==> config.mk <==
export PLATFORM = sky130hd
export DESIGN_NAME = ptr_stack_unit
export DESIGN_NICKNAME = d
export VERILOG_FILES = /design/src/rtl/ptr_stack_pkg.sv /design/src/rtl/psu_ram_ptr.sv /design/src/rtl/psu_stack_ptr.sv /design/src/rtl/psu_prog_ctr.sv /design/src/rtl/ptr_stack_unit.sv
export SDC_FILE = /design/constraint.sdc
export NUM_CORES = 1
export LEC_CHECK = 0
export ABC_CLOCK_PERIOD_IN_PS = 4100
export BUFFER_PORTS_ARGS = -buffer_cell sky130_fd_sc_hd__buf_2
export CORE_UTILIZATION = 47
export DETAILED_ROUTE_END_ITERATION = 10
export MAX_ROUTING_LAYER = met4
export PLACE_DENSITY = 0.71
export SYNTH_ARGS = -nofsm -noshare
export SYNTH_HDL_FRONTEND = slang
export SYNTH_SLANG_ARGS = --single-unit
==> constraint.sdc <==
create_clock -name clk -period 4.1 [get_ports clk]
set_input_delay 0.205 -clock clk [delete_from_list [all_inputs] [get_ports clk]]
set_output_delay 0.205 -clock clk [all_outputs]
set_load 0.02 [all_outputs]
==> src/rtl/ptr_stack_pkg.sv <==
package ptr_stack_pkg;
   typedef enum logic [1:0] {
      STEP_NONE = 2'b00,
      STEP_INC  = 2'b01,
      STEP_DEC  = 2'b10,
      STEP_KEEP = 2'b11
   } step_e;

   typedef enum logic [1:0] {
      STK_IDLE  = 2'b00,
      STK_PUSH  = 2'b01,
      STK_POP   = 2'b10,
      STK_CLASH = 2'b11
   } stk_op_e;
endpackage

==> src/rtl/psu_ram_ptr.sv <==
module psu_ram_ptr
   import ptr_stack_pkg::*;
#(
   parameter int unsigned W = 8,
   parameter logic [W-1:0] RST_VAL = '0
) (
   input  logic         clk,
   input  logic         rst_n,
   input  logic         wr_en,
   input  logic [W-1:0] wr_data,
   input  logic         step_en,
   input  step_e        step,
   output logic [W-1:0] q
);
   logic [W-1:0] nxt;

   always_comb begin
      nxt = q;
      if (step_en) begin
         unique case (step)
            STEP_INC: nxt = q + W'(1);
            STEP_DEC: nxt = q - W'(1);
            default:  nxt = q;
         endcase
      end
      if (wr_en) nxt = wr_data;
   end

   always_ff @(posedge clk or negedge rst_n) begin
      if (!rst_n) q <= RST_VAL;
      else        q <= nxt;
   end
endmodule

==> src/rtl/psu_stack_ptr.sv <==
module psu_stack_ptr
   import ptr_stack_pkg::*;
#(
   parameter int unsigned W = 8,
   parameter logic [W-1:0] RST_VAL = 8'h6F,
   parameter bit GROW_DOWN = 1'b1
) (
   input  logic         clk,
   input  logic         rst_n,
   input  logic         wr_en,
   input  logic [W-1:0] wr_data,
   input  stk_op_e      op,
   output logic [W-1:0] sp,
   output logic [W-1:0] op_addr
);
   logic [W-1:0] sp_plus, sp_minus, on_push, on_pop, nxt;

   assign sp_plus  = sp + W'(1);
   assign sp_minus = sp - W'(1);

   generate
      if (GROW_DOWN) begin : g_down
         assign on_push = sp_minus;
         assign on_pop  = sp_plus;
         assign op_addr = (op == STK_POP) ? sp_plus : sp;
      end else begin : g_up
         assign on_push = sp_plus;
         assign on_pop  = sp_minus;
         assign op_addr = (op == STK_POP) ? sp_minus : sp;
      end
   endgenerate

   always_comb begin
      unique case (op)
         STK_PUSH: nxt = on_push;
         STK_POP:  nxt = on_pop;
         default:  nxt = sp;
      endcase
      if (wr_en) nxt = wr_data;
   end

   always_ff @(posedge clk or negedge rst_n) begin
      if (!rst_n) sp <= RST_VAL;
      else        sp <= nxt;
   end
endmodule

==> src/rtl/psu_prog_ctr.sv <==
module psu_prog_ctr #(
   parameter int unsigned PC_W = 15,
   parameter int unsigned LO_W = 8,
   parameter logic [PC_W-1:0] VEC = 15'h00FF
) (
   input  logic            clk,
   input  logic            rst_n,
   input  logic            irq_take,
   input  logic            load,
   input  logic [PC_W-1:0] load_val,
   input  logic            lo_load,
   input  logic [LO_W-1:0] lo_val,
   input  logic            inc,
   output logic [PC_W-1:0] pc
);
   localparam int unsigned HI_W = PC_W - LO_W;

   logic [PC_W-1:0] nxt;

   always_comb begin
      if (irq_take)     nxt = VEC;
      else if (load)    nxt = load_val;
      else if (lo_load) nxt = {pc[PC_W-1 -: HI_W], lo_val};
      else if (inc)     nxt = pc + PC_W'(1);
      else              nxt = pc;
   end

   always_ff @(posedge clk or negedge rst_n) begin
      if (!rst_n) pc <= '0;
      else        pc <= nxt;
   end
endmodule

==> src/rtl/ptr_stack_unit.sv <==
module ptr_stack_unit
   import ptr_stack_pkg::*;
#(
   parameter int unsigned DATA_W    = 8,
   parameter int unsigned PC_W      = 15,
   parameter int unsigned NUM_PTR   = 2,
   parameter logic [DATA_W-1:0] SP_RESET  = 8'h6F,
   parameter logic [DATA_W-1:0] PTR_RESET = 8'h00,
   parameter logic [PC_W-1:0]   IRQ_VEC   = 15'h00FF,
   parameter bit GROW_DOWN = 1'b1,
   localparam int unsigned RA_W = $clog2(NUM_PTR + 2),
   localparam int unsigned PS_W = $clog2(NUM_PTR)
) (
   input  logic              clk,
   input  logic              rst_n,
   input  logic              reg_wr_en,
   input  logic [RA_W-1:0]   reg_addr,
   input  logic [DATA_W-1:0] reg_wdata,
   output logic [DATA_W-1:0] reg_rdata,
   input  logic              ptr_access,
   input  logic [PS_W-1:0]   ptr_sel,
   input  logic [1:0]        ptr_mode,
   input  logic              push,
   input  logic              pop,
   input  logic              pc_inc,
   input  logic              pc_load,
   input  logic [PC_W-1:0]   pc_load_val,
   input  logic              pc_lo_load,
   input  logic [DATA_W-1:0] pc_lo_val,
   input  logic              irq_take,
   output logic [DATA_W-1:0] ram_addr,
   output logic [PC_W-1:0]   pc
);
   localparam logic [RA_W-1:0] SP_IDX = RA_W'(NUM_PTR);

   generate
      if (NUM_PTR < 2) begin : g_bad_nptr
         $error("NUM_PTR must be at least 2");
      end
      if (PC_W <= DATA_W) begin : g_bad_pcw
         $error("PC_W must exceed DATA_W");
      end
   endgenerate

   stk_op_e          stk_op;
   logic             stk_busy;
   logic [DATA_W-1:0] sp_val, stk_addr, sel_ptr;
   logic [DATA_W-1:0] ptr_val [NUM_PTR];
   step_e            step;

   assign stk_op   = stk_op_e'({pop, push});
   assign stk_busy = (stk_op == STK_PUSH) || (stk_op == STK_POP);
   assign step     = step_e'(ptr_mode);

   genvar g;
   generate
      for (g = 0; g < NUM_PTR; g++) begin : g_ptr
         psu_ram_ptr #(.W(DATA_W), .RST_VAL(PTR_RESET)) u_ptr (
            .clk     (clk),
            .rst_n   (rst_n),
            .wr_en   (reg_wr_en && (reg_addr == RA_W'(g))),
            .wr_data (reg_wdata),
            .step_en (ptr_access && !stk_busy && (ptr_sel == PS_W'(g))),
            .step    (step),
            .q       (ptr_val[g])
         );
      end
   endgenerate

   psu_stack_ptr #(.W(DATA_W), .RST_VAL(SP_RESET), .GROW_DOWN(GROW_DOWN)) u_sp (
      .clk     (clk),
      .rst_n   (rst_n),
      .wr_en   (reg_wr_en && (reg_addr == SP_IDX)),
      .wr_data (reg_wdata),
      .op      (stk_op),
      .sp      (sp_val),
      .op_addr (stk_addr)
   );

   psu_prog_ctr #(.PC_W(PC_W), .LO_W(DATA_W), .VEC(IRQ_VEC)) u_pc (
      .clk      (clk),
      .rst_n    (rst_n),
      .irq_take (irq_take),
      .load     (pc_load),
      .load_val (pc_load_val),
      .lo_load  (pc_lo_load),
      .lo_val   (pc_lo_val),
      .inc      (pc_inc),
      .pc       (pc)
   );

   always_comb begin
      sel_ptr = ptr_val[0];
      for (int i = 1; i < NUM_PTR; i++)
         if (ptr_sel == PS_W'(i)) sel_ptr = ptr_val[i];
   end

   assign ram_addr = stk_busy ? stk_addr : sel_ptr;

   always_comb begin
      reg_rdata = '0;
      for (int i = 0; i < NUM_PTR; i++)
         if (reg_addr == RA_W'(i)) reg_rdata = ptr_val[i];
      if (reg_addr == SP_IDX) reg_rdata = sp_val;
   end
endmodule

Yosys cells after proc, flatten, opt, wreduce, memory -nomap -nowiden
Index checks and enable logic that the tools add are counted.
Word-level totals
  register bits after elaboration: 39
  output and inout bits: 31
Cells by class
  $add $sub $neg: 7
  equal/unequal tests: 7
  muxes and demuxes: 18
  bitwise operators: 1
  reduce and logical (&&, ||, !) cells: 19
Operator list (number)
  2-to-1 mux 8 bit: 11
  2-to-1 mux 15 bit: 4
  case mux 8 bit (2 select lines): 3
  adder 8 x 1 -> 8 bit, second input constant: 3
  subtractor 8 x 1 -> 8 bit, second input constant: 3
  adder 15 x 1 -> 15 bit, second input constant: 1
  nonzero test 3 bit: 4
  equality test 2 x 1 -> 1 bit, second input constant: 3
  equality test 2 bit, second input constant: 3
  logical AND 1 bit: 6
  AND reduction 2 bit: 3
  nonzero test 2 bit: 2
  nonzero test 4 bit: 1
  != test 3 x 2 -> 1 bit, second input constant: 1
  zero test 2 bit: 1
  zero test 1 bit: 1
  logical OR 1 bit: 1
  NOT 1 bit: 1

Logic depth before layout (Yosys ltp)
  depth in word-level cells: 7
  gate-level depth with buffers: 12

Modules after synthesis
From an unflattened synthesis, not the netlist that was laid out.
Second synthesis, totals
  cell total of the unflattened synthesis: 404
  area total of the unflattened synthesis: 3525.9 um^2
By module, submodules not included
  psu_ram_ptr: instances 2, cells an instance 71, area an instance 619.3 um^2, seq. area each 200.2 um^2
  psu_prog_ctr: instances 1, cells an instance 140, area an instance 1183.6 um^2, seq. area each 375.4 um^2
  psu_stack_ptr: instances 1, cells an instance 79, area an instance 675.6 um^2, seq. area each 207.7 um^2
  ptr_stack_unit: instances 1, cells an instance 43, area an instance 427.9 um^2, seq. area each 0.0 um^2

Least setup slack after synthesis
OpenSTA, ideal clock, no wires.
  kind: in2reg
  start: in ptr_mode[0]
  end: reg g_ptr[0].u_ptr.q[6]
  library setup time: 0.136 ns
  arrival time: 2.289 ns
  required time: 3.964 ns
  slack: 1.674 ns
  cell stages on the path: 12
  path buffers: 2
  path through: inv_1 ha_1 buf_2 buf_1 xor2_1 ha_1 and3b_1 o21ai_0 a21boi_0 nor4_1 xnor2_1 o21ai_0
On the way
  cells in the longest elaborated chain, start to end: 4
  elaborated cells between the ends (all ways): 7
Ends and longest elaborated chain
  from (decl): RTL line ptr_stack_unit.sv:22  | input logic [1:0] ptr_mode,
  equality test 2 bit / equality test 2 x 1 -> 1 bit (equally long branches): RTL line psu_ram_ptr.sv:20  | unique case (step)
  case mux 8 bit (2 select lines): RTL line psu_ram_ptr.sv:20
  2-to-1 mux 8 bit: RTL line psu_ram_ptr.sv:19  | if (step_en) begin
  2-to-1 mux 8 bit: RTL line psu_ram_ptr.sv:26  | if (wr_en) nxt = wr_data;
  to (signal assigned): RTL line psu_ram_ptr.sv:31  | else q <= nxt;
  to (decl): RTL line psu_ram_ptr.sv:13  | output logic [W-1:0] q
Several ways; a longest one is shown, not always the timed one. The select of a mux whose other input is x is not followed.
A chain may end at the register's enable or synchronous reset.

Worst setup path in the final report
  start: in ptr_mode[0]
  end: reg g_ptr[1].u_ptr.q[6]
On the way
  cells in the longest elaborated chain, start to end: 4
  elaborated cells between the ends (all ways): 7
Ends and longest elaborated chain (RTL line)
  equality test 2 bit / equality test 2 x 1 -> 1 bit (equally long branches): psu_ram_ptr.sv:20
  case mux 8 bit (2 select lines): psu_ram_ptr.sv:20
  2-to-1 mux 8 bit: psu_ram_ptr.sv:19
  2-to-1 mux 8 bit: psu_ram_ptr.sv:26
  to (signal assigned): psu_ram_ptr.sv:31
  to (decl): psu_ram_ptr.sv:13
Several ways; a longest one is shown, not always the timed one. The select of a mux whose other input is x is not followed.

==> reports/results.ini <==
[worst_setup_path]
cp_num_buf_inv = 2
cp.depth = 11
path_cells = buf_2 -> inv_1 -> ha_1 -> xor2_1 -> ha_1 -> nor3b_1 -> o21ai_0 -> a21boi_0 -> nor4_1 -> xnor2_1 -> a21oi_1
slowest_delay_ps = 860
r2r_start = g_ptr[1].u_ptr.q[1]$_DFFE_PN0P_
cp.required_ps = 4250
r2r_setup_slack_ps = 1830
startpoint = ptr_mode[0]
crit_arrival_ps = 2820
start_kind = primary input
r2r_end = g_ptr[1].u_ptr.q[6]$_DFFE_PN0P_
cpLargestDelayFamily = adder cells
r2r_cells = 8
cpMaxStageDelayCell = ha_1
path_class = in -> reg
end_kind = register
critPathMaxFanout = 35
crit_end = g_ptr[1].u_ptr.q[6]$_DFFE_PN0P_
cp_common_cell = ha_1

[clock_network]
numCtsBuffers = 5
cts_root_buf = clkbuf_8
cts.sinks = 39
cts.clk_slew.worst_paths_ps = 90
cts_max_level = 2
hold_buffers = 0
post_cts_buffers = 0
clock_latency_ps = 300
ctsResizeCount = 0
cts_max_path_buffers = 2
cts_tree = built

[sta]
worst_pin_slew_ps = 1050
finalSetupViolCount = 0
slew_headroom_pct = 29.8
period_needed_ps = 2670
hold_violations = 0
rsz0062_at_grt = false
slew_viol_final = 0
fin_crit_sh_pct = 65.0
tns_ps = 0
fin_hold_ws_ps = 14.3
fin_skew_ps = 11.1
fmax_mhz = 375

[power]
pwr-share-clk_pct = 19.1
p_leak_nw = 1.71
switching_share_pct = 42.1
p_seq_share_pct = 40.6
vdd_drop_max_v = 0.000302
finalPower_w = 0.00173
pwr-share-comb_pct = 40.2
power-per-cell-area_nw_per_um2 = 447
p_int_w = 0.000998
net-switching-power_w = 0.000727

[grt]
grt_pass1_wl_microns = 14200
first_global_vias = 2908
grt_max_degree = 40
grt_use_total_pct = 24.6
grt_antenna_before_repair = 0
overflow = 0

[cells_and_area]
diodes = 0
layout.cells.non_filler = 576
fillers = 680
final_nets = 535
design_area_sq_um = 3860
syn_to_final_growth_pct = 13.6
layout-drive-gt1-share_pct = 21.0

[placed_design]
io_buffers = 76
dp.cells = 568
dpl_cell_area_sq_um = 3750
routabilityCongestion = 0.941
dpl.hpwl_microns = 6340

[route]
wire_per_inst_microns = 14.8
finalWirelength_microns = 8550
drc = 0
vias = 3227
firstDrtPassIters = 6
ant_nets = 0
drt_iter0_drc = 228
vias_per_cell = 5.60

[logic_synthesis]
synth_warnings = 0
synthesis.area_sq_um = 3400
yosysTopAreaCellShare_pct = 24.3
ys_async_sr_fraction_pct = 100
synth-seq-cells = 39
ys_top_cells_by_area = dfrtp_1 24%, mux2i_1 7.7%, a21oi_1 6.3%
synth_enable_flop_cells = 0
syn-mean-instance-area_sq_um = 7.89
ys_top_cells_by_count = 54 x nor2_1, 43 x a21oi_1, 35 x nand2_1
synthDistinctLibCells = 47
synthFlopType = dfrtp_1
synth.most_common_cell = nor2_1
syn-num-nets = 487
yosysSeqAreaShare_pct = 28.9
synth_cells = 431
yosys.area.top_type = dfrtp_1

[die]
rows = 30
fp.dieArea_sq_um = 7580
die_w_microns = 87.1
core_sq_um = 6910
start_util_pct = 49.2
ios = 77
fp.dieH_microns = 87.1

[flow_run]
maxCapViolCount = 0

[worst_hold_path]
worstHoldPathType = in -> async

[run_status]
outcome = complete, no violations

state kept, by name (all words and copies together), names as in the netlist:
name           count
g_ptr.u_ptr.q     16
u_pc.pc           15
u_sp.sp            8
cell families (layout without fill, tap and decap cells):
family | Yosys count | count (layout) | synth area share [%]
AOI/OAI and AO/OA | 107 | 107 | 18.5
buffers and inverters | 46 | 95 | 5.78
and+or+nand+nor | 156 | 156 | 23.0
muxes | 31 | 31 | 9.31
adders and majority gates | 10 | 10 | 3.68
DFF | 39 | 39 | 28.9
xor gates and xnor gates | 42 | 42 | 10.8
layout by cell type, fill, tap and decap left out, types with 3 or more instances in the layout:
| master | netlist | layout |
|---|---|---|
| dfstp_2 | 6 | 6 |
| xor2_1 | 18 | 18 |
| or3_1 | 5 | 5 |
| inv_1 | 10 | 10 |
| mux2i_1 | 26 | 26 |
| ha_1 | 10 | 10 |
| nor4_1 | 5 | 5 |
| a21oi_1 | 43 | 43 |
| o21a_1 | 7 | 7 |
| nor2b_1 | 8 | 8 |
| nand3_1 | 13 | 13 |
| xnor2_1 | 24 | 24 |
| a21boi_0 | 6 | 6 |
| o21ai_0 | 28 | 28 |
| buf_2 | 13 | 76 |
| nor3_1 | 4 | 4 |
| a41o_1 | 4 | 4 |
| and3b_1 | 4 | 4 |
| nor2_1 | 54 | 54 |
| mux2_2 | 5 | 5 |
| clkbuf_8 | 0 | 5 |
| dfrtp_1 | 33 | 33 |
| nand2_1 | 35 | 35 |
| and3_1 | 3 | 3 |
| nand4_1 | 4 | 4 |
| nor3b_1 | 5 | 5 |
| a31oi_1 | 6 | 6 |
| o211ai_1 | 3 | 3 |
layer usage:
metal  up-vias  global-route usage [%]  share of wire, %
li1       1593                       -                 -
met1      1511                    33.4                46
met2       107                    37.7                45
met3        16                    4.08               6.2
met4         0                    7.42               2.1
met5         -                       -                 0
metrics by stage:
stage	worst slack [ps]	utilization, %
after floorplan	1670	-
after global placement	1380	54.3
after detailed placement	1230	54.3
after CTS	1460	55.9
after global routing	1110	55.9
final	1430	55.9
final cells by class:
cell class	instances	area (sq um)	share of cell area, %
multi-input cells	346	2220	57.5
inverters	10	37.5	0.972
well taps	96	120	3.11
clock inverters	3	43.8	1.13
clock buffers	5	68.8	1.78
flip-flops and latches	39	983	25.5
repair buffers	77	388	10.0
worst min path at each step:
stage / endpoint / slack, ps / cells past startpoint
final: u_pc.pc[0]$_DFFE_PN0P_ / 10 / 1
after global routing: u_pc.pc[0]$_DFFE_PN0P_ / 80 / 1
after CTS: u_pc.pc[0]$_DFFE_PN0P_ / 60 / 1
after detailed placement: u_pc.pc[0]$_DFFE_PN0P_ / 380 / 1
after global placement: u_pc.pc[0]$_DFFE_PN0P_ / 390 / 1
after floorplan: g_ptr[0].u_ptr.q[0]$_DFFE_PN0P_ / -90 / 0
power groups by stage:
stage	clock [W]	combinational, W	sequential, W
after floorplan	0	0.000634	0.000577
after global placement	0	0.000677	0.000700
after detailed placement	0	0.000690	0.000702
after CTS	0.000338	0.000695	0.000696
after global routing	0.000359	0.000770	0.000720
final	0.000330	0.000694	0.000701
No activity file was read; power rests on OpenSTA's default activity.
